<file path="src/rtl/sar_seq_pkg.sv">
package sar_seq_pkg;

  // Short-cycle code to number of decided bits, clamped to the word width.
  function automatic int unsigned sc_len(input logic [2:0] sel, input int unsigned width);
    int unsigned n;
    case (sel)
      3'd1:    n = 15;
      3'd2:    n = 14;
      3'd3:    n = 13;
      3'd4:    n = 12;
      3'd5:    n = 10;
      3'd6:    n = 8;
      default: n = 16;
    endcase
    if (n > width) n = width;
    return n;
  endfunction

endpackage

</file>
<file path="src/rtl/sar_start_edge.sv">
module sar_start_edge #(
  parameter int SYNC = 2
) (
  input  logic clk_i,
  input  logic rst_ni,
  input  logic pin_i,
  output logic fall_o
);
  logic [SYNC:0] sh_q;
  logic [SYNC:0] sh_d;

  always_comb begin
    sh_d = {sh_q[SYNC-1:0], pin_i};
  end

  always_ff @(posedge clk_i or negedge rst_ni) begin
    if (!rst_ni) sh_q <= '0;
    else         sh_q <= sh_d;
  end

  // High for one clock after the synchronised input goes from 1 to 0.
  assign fall_o = sh_q[SYNC] & ~sh_q[SYNC-1];
endmodule

</file>
<file path="src/rtl/sar_bit_timer.sv">
module sar_bit_timer #(
  parameter int DIV = 4
) (
  input  logic clk_i,
  input  logic rst_ni,
  input  logic run_i,
  output logic tick_o,
  output logic gclk_o
);
  localparam int PH_W = (DIV > 2) ? $clog2(DIV) : 1;
  localparam logic [PH_W-1:0] PH_LAST = PH_W'(DIV - 1);
  localparam logic [PH_W-1:0] PH_HALF = PH_W'(DIV / 2);

  logic [PH_W-1:0] phase_q;
  logic [PH_W-1:0] phase_d;
  logic            phase_en;

  always_comb begin
    phase_en = 1'b1;
    if (!run_i)                phase_d = '0;
    else if (phase_q == PH_LAST) phase_d = '0;
    else                       phase_d = phase_q + 1'b1;
  end

  always_ff @(posedge clk_i or negedge rst_ni) begin
    if (!rst_ni)       phase_q <= '0;
    else if (phase_en) phase_q <= phase_d;
  end

  assign tick_o = run_i & (phase_q == PH_LAST);
  assign gclk_o = run_i & (phase_q < PH_HALF);
endmodule

</file>
<file path="src/rtl/sar_bit_ctrl.sv">
module sar_bit_ctrl
  import sar_seq_pkg::*;
#(
  parameter int WIDTH  = 16,
  parameter int STEP_W = 5
) (
  input  logic              clk_i,
  input  logic              rst_ni,
  input  logic              start_i,
  input  logic [2:0]        sel_i,
  input  logic              tick_i,
  output logic              busy_o,
  output logic              run_o,
  output logic              init_en_o,
  output logic              preset_en_o,
  output logic              dec_en_o,
  output logic              clr_en_o,
  output logic [STEP_W-1:0] step_o
);
  logic              busy_q, busy_d;
  logic              fin_q, fin_d;
  logic [STEP_W-1:0] step_q, step_d;
  logic [STEP_W-1:0] len_q, len_d;
  logic              start_ok;

  assign start_ok = start_i & ~busy_q;

  always_comb begin
    busy_d = busy_q;
    fin_d  = fin_q;
    step_d = step_q;
    len_d  = len_q;
    if (start_ok) begin
      busy_d = 1'b1;
      fin_d  = 1'b0;
      step_d = '0;
      len_d  = STEP_W'(sc_len(sel_i, WIDTH));
    end else if (fin_q) begin
      busy_d = 1'b0;
      fin_d  = 1'b0;
    end else if (tick_i) begin
      if (step_q == len_q) fin_d  = 1'b1;
      else                 step_d = step_q + 1'b1;
    end
  end

  always_ff @(posedge clk_i or negedge rst_ni) begin
    if (!rst_ni) begin
      busy_q <= 1'b0;
      fin_q  <= 1'b0;
      step_q <= '0;
      len_q  <= '0;
    end else begin
      busy_q <= busy_d;
      fin_q  <= fin_d;
      step_q <= step_d;
      len_q  <= len_d;
    end
  end

  assign busy_o      = busy_q;
  assign run_o       = busy_q & ~fin_q;
  assign init_en_o   = start_ok;
  assign preset_en_o = tick_i & (step_q == '0);
  assign dec_en_o    = tick_i & (step_q != '0);
  assign clr_en_o    = tick_i & (step_q != '0) & (step_q < len_q);
  assign step_o      = step_q;
endmodule

</file>
<file path="src/rtl/sar_trial_reg.sv">
module sar_trial_reg #(
  parameter int WIDTH  = 16,
  parameter int STEP_W = 5
) (
  input  logic              clk_i,
  input  logic              rst_ni,
  input  logic              init_en_i,
  input  logic              preset_en_i,
  input  logic              dec_en_i,
  input  logic              clr_en_i,
  input  logic [STEP_W-1:0] step_i,
  input  logic              cmp_i,
  output logic [WIDTH-1:0]  code_n_o
);
  for (genvar i = 0; i < WIDTH; i++) begin : g_bit
    // POS is the bit number counted from the MSB, starting at 1.
    localparam int POS = WIDTH - i;
    logic b_q, b_d, b_en;

    always_comb begin
      b_en = 1'b1;
      b_d  = b_q;
      if (init_en_i) begin
        b_d = 1'b1;
      end else if (preset_en_i) begin
        b_d = (POS == 1) ? 1'b0 : 1'b1;
      end else if (dec_en_i && step_i == STEP_W'(POS)) begin
        b_d = cmp_i;
      end else if (clr_en_i && step_i == STEP_W'(POS - 1)) begin
        b_d = 1'b0;
      end else begin
        b_en = 1'b0;
      end
    end

    always_ff @(posedge clk_i or negedge rst_ni) begin
      if (!rst_ni)   b_q <= 1'b1;
      else if (b_en) b_q <= b_d;
    end

    assign code_n_o[i] = b_q;
  end
endmodule

</file>
<file path="src/rtl/sc_sar_sequencer.sv">
module sc_sar_sequencer #(
  parameter int WIDTH = 16,
  parameter int DIV   = 4,
  parameter int SYNC  = 2
) (
  input  logic             clk_i,
  input  logic             rst_ni,
  input  logic             conv_start_i,
  input  logic [2:0]       short_sel_i,
  input  logic             cmp_i,
  output logic             busy_o,
  output logic             bit_clk_o,
  output logic [WIDTH-1:0] code_n_o
);
  localparam int STEP_W = $clog2(WIDTH + 2);

  logic [1:0]        rs_q;
  logic              rst_n;
  logic              start_p;
  logic              tick;
  logic              run;
  logic              init_en, preset_en, dec_en, clr_en;
  logic [STEP_W-1:0] step;

  // The reset is asserted asynchronously and released in step with the clock.
  always_ff @(posedge clk_i or negedge rst_ni) begin
    if (!rst_ni) rs_q <= 2'b00;
    else         rs_q <= {rs_q[0], 1'b1};
  end
  assign rst_n = rs_q[1];

  sar_start_edge #(.SYNC(SYNC)) u_edge (
    .clk_i (clk_i),
    .rst_ni(rst_n),
    .pin_i (conv_start_i),
    .fall_o(start_p)
  );

  sar_bit_timer #(.DIV(DIV)) u_timer (
    .clk_i (clk_i),
    .rst_ni(rst_n),
    .run_i (run),
    .tick_o(tick),
    .gclk_o(bit_clk_o)
  );

  sar_bit_ctrl #(.WIDTH(WIDTH), .STEP_W(STEP_W)) u_ctrl (
    .clk_i      (clk_i),
    .rst_ni     (rst_n),
    .start_i    (start_p),
    .sel_i      (short_sel_i),
    .tick_i     (tick),
    .busy_o     (busy_o),
    .run_o      (run),
    .init_en_o  (init_en),
    .preset_en_o(preset_en),
    .dec_en_o   (dec_en),
    .clr_en_o   (clr_en),
    .step_o     (step)
  );

  sar_trial_reg #(.WIDTH(WIDTH), .STEP_W(STEP_W)) u_reg (
    .clk_i      (clk_i),
    .rst_ni     (rst_n),
    .init_en_i  (init_en),
    .preset_en_i(preset_en),
    .dec_en_i   (dec_en),
    .clr_en_i   (clr_en),
    .step_i     (step),
    .cmp_i      (cmp_i),
    .code_n_o   (code_n_o)
  );
endmodule

</file>
<file path="config.mk">
export PLATFORM = sky130hd
export DESIGN_NAME = sc_sar_sequencer
export DESIGN_NICKNAME = d
export VERILOG_FILES = /design/src/rtl/sar_seq_pkg.sv /design/src/rtl/sar_start_edge.sv /design/src/rtl/sar_bit_timer.sv /design/src/rtl/sar_bit_ctrl.sv /design/src/rtl/sar_trial_reg.sv /design/src/rtl/sc_sar_sequencer.sv
export SDC_FILE = /design/constraint.sdc
export NUM_CORES = 1
export LEC_CHECK = 0
export CORE_ASPECT_RATIO = 0.75
export CORE_MARGIN = 2
export CORE_UTILIZATION = 65
export DETAILED_ROUTE_END_ITERATION = 7
export DONT_BUFFER_PORTS = 1
export PLACE_DENSITY = 0.81
export SYNTH_ARGS = -nofsm -noshare
export SYNTH_HDL_FRONTEND = slang
export SYNTH_SLANG_ARGS = --single-unit
</file>
<file path="constraint.sdc">
create_clock -name clk_i -period 3.07 [get_ports clk_i]
set_input_delay 0.4605 -clock clk_i [delete_from_list [all_inputs] [get_ports clk_i]]
set_output_delay 0.4605 -clock clk_i [all_outputs]
set_load 0.05 [all_outputs]
</file>
==> summary.txt <==
Outcome
  • Status: complete, no violations

Placed design
  • Placer Congestion: 0.918
  • DP HPWL: 3270 um
  • IO Port Bufs: 0
  • Cell count after placement: 246
  • Post-place instance area: 2010 um2

Pwr
  • P per Cell Area: 1150 nW/um2
  • Peak VDD IR: 0.711 mV
  • Leakage: 0.849 nW
  • Sw power: 1.23 mW
  • Sequential fraction of design power: 0.483
  • Pint: 1.18 mW
  • Sw Share: 0.511
  • Power share of the combinational group: 0.386
  • Clk pwr share: 0.132

Timing
  • Hold WS: roughly 0.20 ns
  • Final Hold Vio Count: 0
  • Peak Freq: 408 MHz
  • Worst-margin pin slew: 1.11 ns
  • Final Cycle Share: 0.798
  • Fin. max-slew vios: 0
  • Final Setup Violations: 0
  • Slew headroom: 0.257
  • Final Skew: 0.00574 ns
  • RSZ-0062 raised after global routing: no
  • Final TNS setup: 0 ns
  • Min Tclk post-route: 2.45 ns

Synthesis
  • Area leader, netlist: dfrtp_1
  • Synthesis Warnings: 0
  • Async SR Flop Fraction: 1.00
  • Adder-Cell Fraction of Synth Area: 0.0647
  • Yosys reg bits: 35
  • Post-synth EDFFs: 0
  • Main combinational cell family by area after synthesis: simple AND/OR/NAND/NOR gates
  • Yosys cell types: 47
  • Cell count after synthesis: between 200 and 250
  • Simple-gate share of the synthesized area: 0.206
  • Compound-Gate Fraction of Synth Area: 0.174
  • Share of the synthesized area in the top cell type: 0.224
  • Net Count, Synth: about 250
  • Synth area leaders: dfrtp_1 (22%), dfstp_2 (20%), ha_1 (6.5%)
  • Mean Syn Cell Area: about 9.1 um2
  • Post-Synthesis Cell Area: 2130 um2
  • Synth Flop Type: dfrtp_1
  • Post-synthesis xor/xnor area fraction: 0.00412
  • Seq/Total Area, Yosys: 0.421
  • Multiplexer area fraction after synthesis: 0.0188

Setup path
  • CP Max Fanout: 15
  • Worst-path cell chain: ha_1 -> o211ai_1 -> a21oi_1 -> nor4_1 -> o21ai_0
  • CP max stage delay: 0.86 ns
  • CP arrival: about 2.7 ns
  • Startpoint Class: flip-flop
  • Slowest stage cell, crit path: a21oi_1
  • Crit end category: flip-flop
  • Critical path class: reg2reg
  • Crit path required time: 3.27 ns

Cells and area
  • Most frequent cells in the layout: o21ai_0 (22), nand2_1 (19), dfrtp_1 (19), dfstp_2 (16), a21oi_1 (14)
  • Number of antenna diodes: 0
  • Layout cells sized above 1: 0.143
  • # fillers: 228
  • Nets: between 200 and 250
  • Post-route cell area: about 2100 um2
  • Fin cells: roughly 260
  • Commonest non-fill, non-tap cell in the layout: o21ai_0
  • Layout Area Growth over Synthesis: -1.18%

Floorplan
  • FP Rows: 17
  • Starting Density: 0.704
  • Die height: 53.5 um
  • Die area: 3750 um2
  • Core Area: a little over 3000 um2
  • Die X: around 70 um
  • IO Count: 25

Drt
  • DR WL/cell: 18.1 um
  • DR vias/cell: 6.70
  • DR iter-0 viols: 257
  • Via count: 1709
  • # DRC: 0
  • Drt first pass iters: 5
  • Post-DRT Antenna Nets: 0
  • Routed WL: 4610 um

CTS
  • Clock transition at path regs: about 0.07 ns
  • Htree depth: 2
  • Latest clock arrival within the worst-skew pair: between 0.2 and 0.3 ns
  • Clock tree buffer depth: 2
  • Sink Count: 35
  • CTS tree: yes
  • Clock Root Buffer: clkbuf_8
  • TritonCTS Buffers: 5
  • Number of setup buffers added after CTS: 0

Global routing
  • GRT overflow: 0
  • Initial antenna violation count: 0
  • Pin count of the biggest net entering global routing: 25
  • Vias in the first global route: 1584
  • First-pass GRT wire length: 7740 um
  • Gr usage total: 0.273

Worst hold path
  • HP Class: in2reg

Job
  • MaxCap Viol Count: 0
layer usage:
| metal | vias to the layer above | part of all wire | GRT usage |
|---|---|---|---|
| met5 | - | 0 | 0 |
| met3 | 13 | 0.090 | 0.0599 |
| li1 | 787 | - | - |
| met1 | 808 | 0.46 | 0.376 |
| met2 | 101 | 0.43 | 0.419 |
| met4 | 0 | 0.024 | 0.135 |
worst paths after layout:
check	to	slack [ns]	start	cells past startpoint
worst min register to register	u_edge.sh_q[1]	0.35	u_edge.sh_q[0]	0
min in group asynchronous	u_ctrl.len_q[4]	0.38	rs_q[1]	0
worst max register to register	u_reg.g_bit[7].b_q	0.62	u_ctrl.step_o[2]	5
max in group asynchronous	u_reg.g_bit[13].b_q	1.93	rs_q[1]	1
worst max-delay path	u_reg.g_bit[7].b_q	0.62	u_ctrl.step_o[2]	5
worst min-delay path	u_edge.sh_q[0]	0.20	conv_start_i	0
worst max-delay path: cells and delay by family, from the launching register on:
kind	cells	cell delay (ns)
flip-flops	1	0.54
AND/OR/NAND/NOR	1	0.21
AO/OA/AOI/OAI	3	1.21
adder cells (fa/ha/maj)	1	0.40
final cells by class:
class                   instances  area [um2]  share of cell area
well taps                      38        47.5              0.0226
clock buffers                   7        76.3              0.0363
flip-flops and latches         35         896               0.426
clock inverters                 1        5.00             0.00238
multi-input cells             160        1000               0.477
inverters                       9        33.8              0.0161
repair buffers                  5        40.0              0.0190
per-stage QoR:
step                 util  power, mW  setup slack, ns
finish              0.696       2.42            0.620
detailed placement  0.666       2.07            0.770
global placement    0.666       2.01            0.912
CTS                 0.696       2.40            0.694
global route        0.696       2.58            0.427
floorplan               -       2.00            0.980
cells in the mapped netlist, drive strengths merged (4+ instances only):
| master | number |
|---|---|
| o21ai | 34 |
| buf | 23 |
| dfrtp | 19 |
| nand2 | 19 |
| dfstp | 16 |
| a21oi | 14 |
| nor2 | 13 |
| ha | 11 |
| nor4 | 11 |
| inv | 9 |
| clkbuf | 7 |
| nand3 | 7 |
| nand3b | 5 |
| mux2i | 4 |
| nand2b | 4 |
logic make-up (layout without fill, tap and decap cells):
group | count (synthesis) | count (layout)
fa+ha+maj | 11 | 11
simple gates | 79 | 79
buf+inv | 39 | 22
flops | 35 | 35
xor+xnor | 1 | 1
other cells | 1 | 1
mux | 4 | 4
compound gates | 64 | 64
power by group through the flow:
stage / registers (mW) / clock network (mW) / logic, mW
after global routing: 1.19 / 0.343 / 1.04
after detailed placement: 1.17 / 0 / 0.896
after CTS: 1.17 / 0.322 / 0.908
after floorplan: 0.801 / 0 / 1.20
after global placement: 1.16 / 0 / 0.843
final: 1.17 / 0.318 / 0.932
flip-flops by register name, indices dropped and copies added (netlist names):
register         cells
u_ctrl.step_o        5
u_ctrl.fin_q         1
u_edge.sh_q          3
u_ctrl.len_q         5
u_reg.g_bit.b_q     16
u_timer.phase_q      2
u_ctrl.busy_o        1
rs_q                 2
what timing repair did:
action                                  4_1_cts  5_1_grt
endpoints found under the setup margin        0        0
hold buffers                                  1        0
gates resized for setup                       0        0
hold endpoints to repair                      2        0
Power figures use the tool's default switching activity.
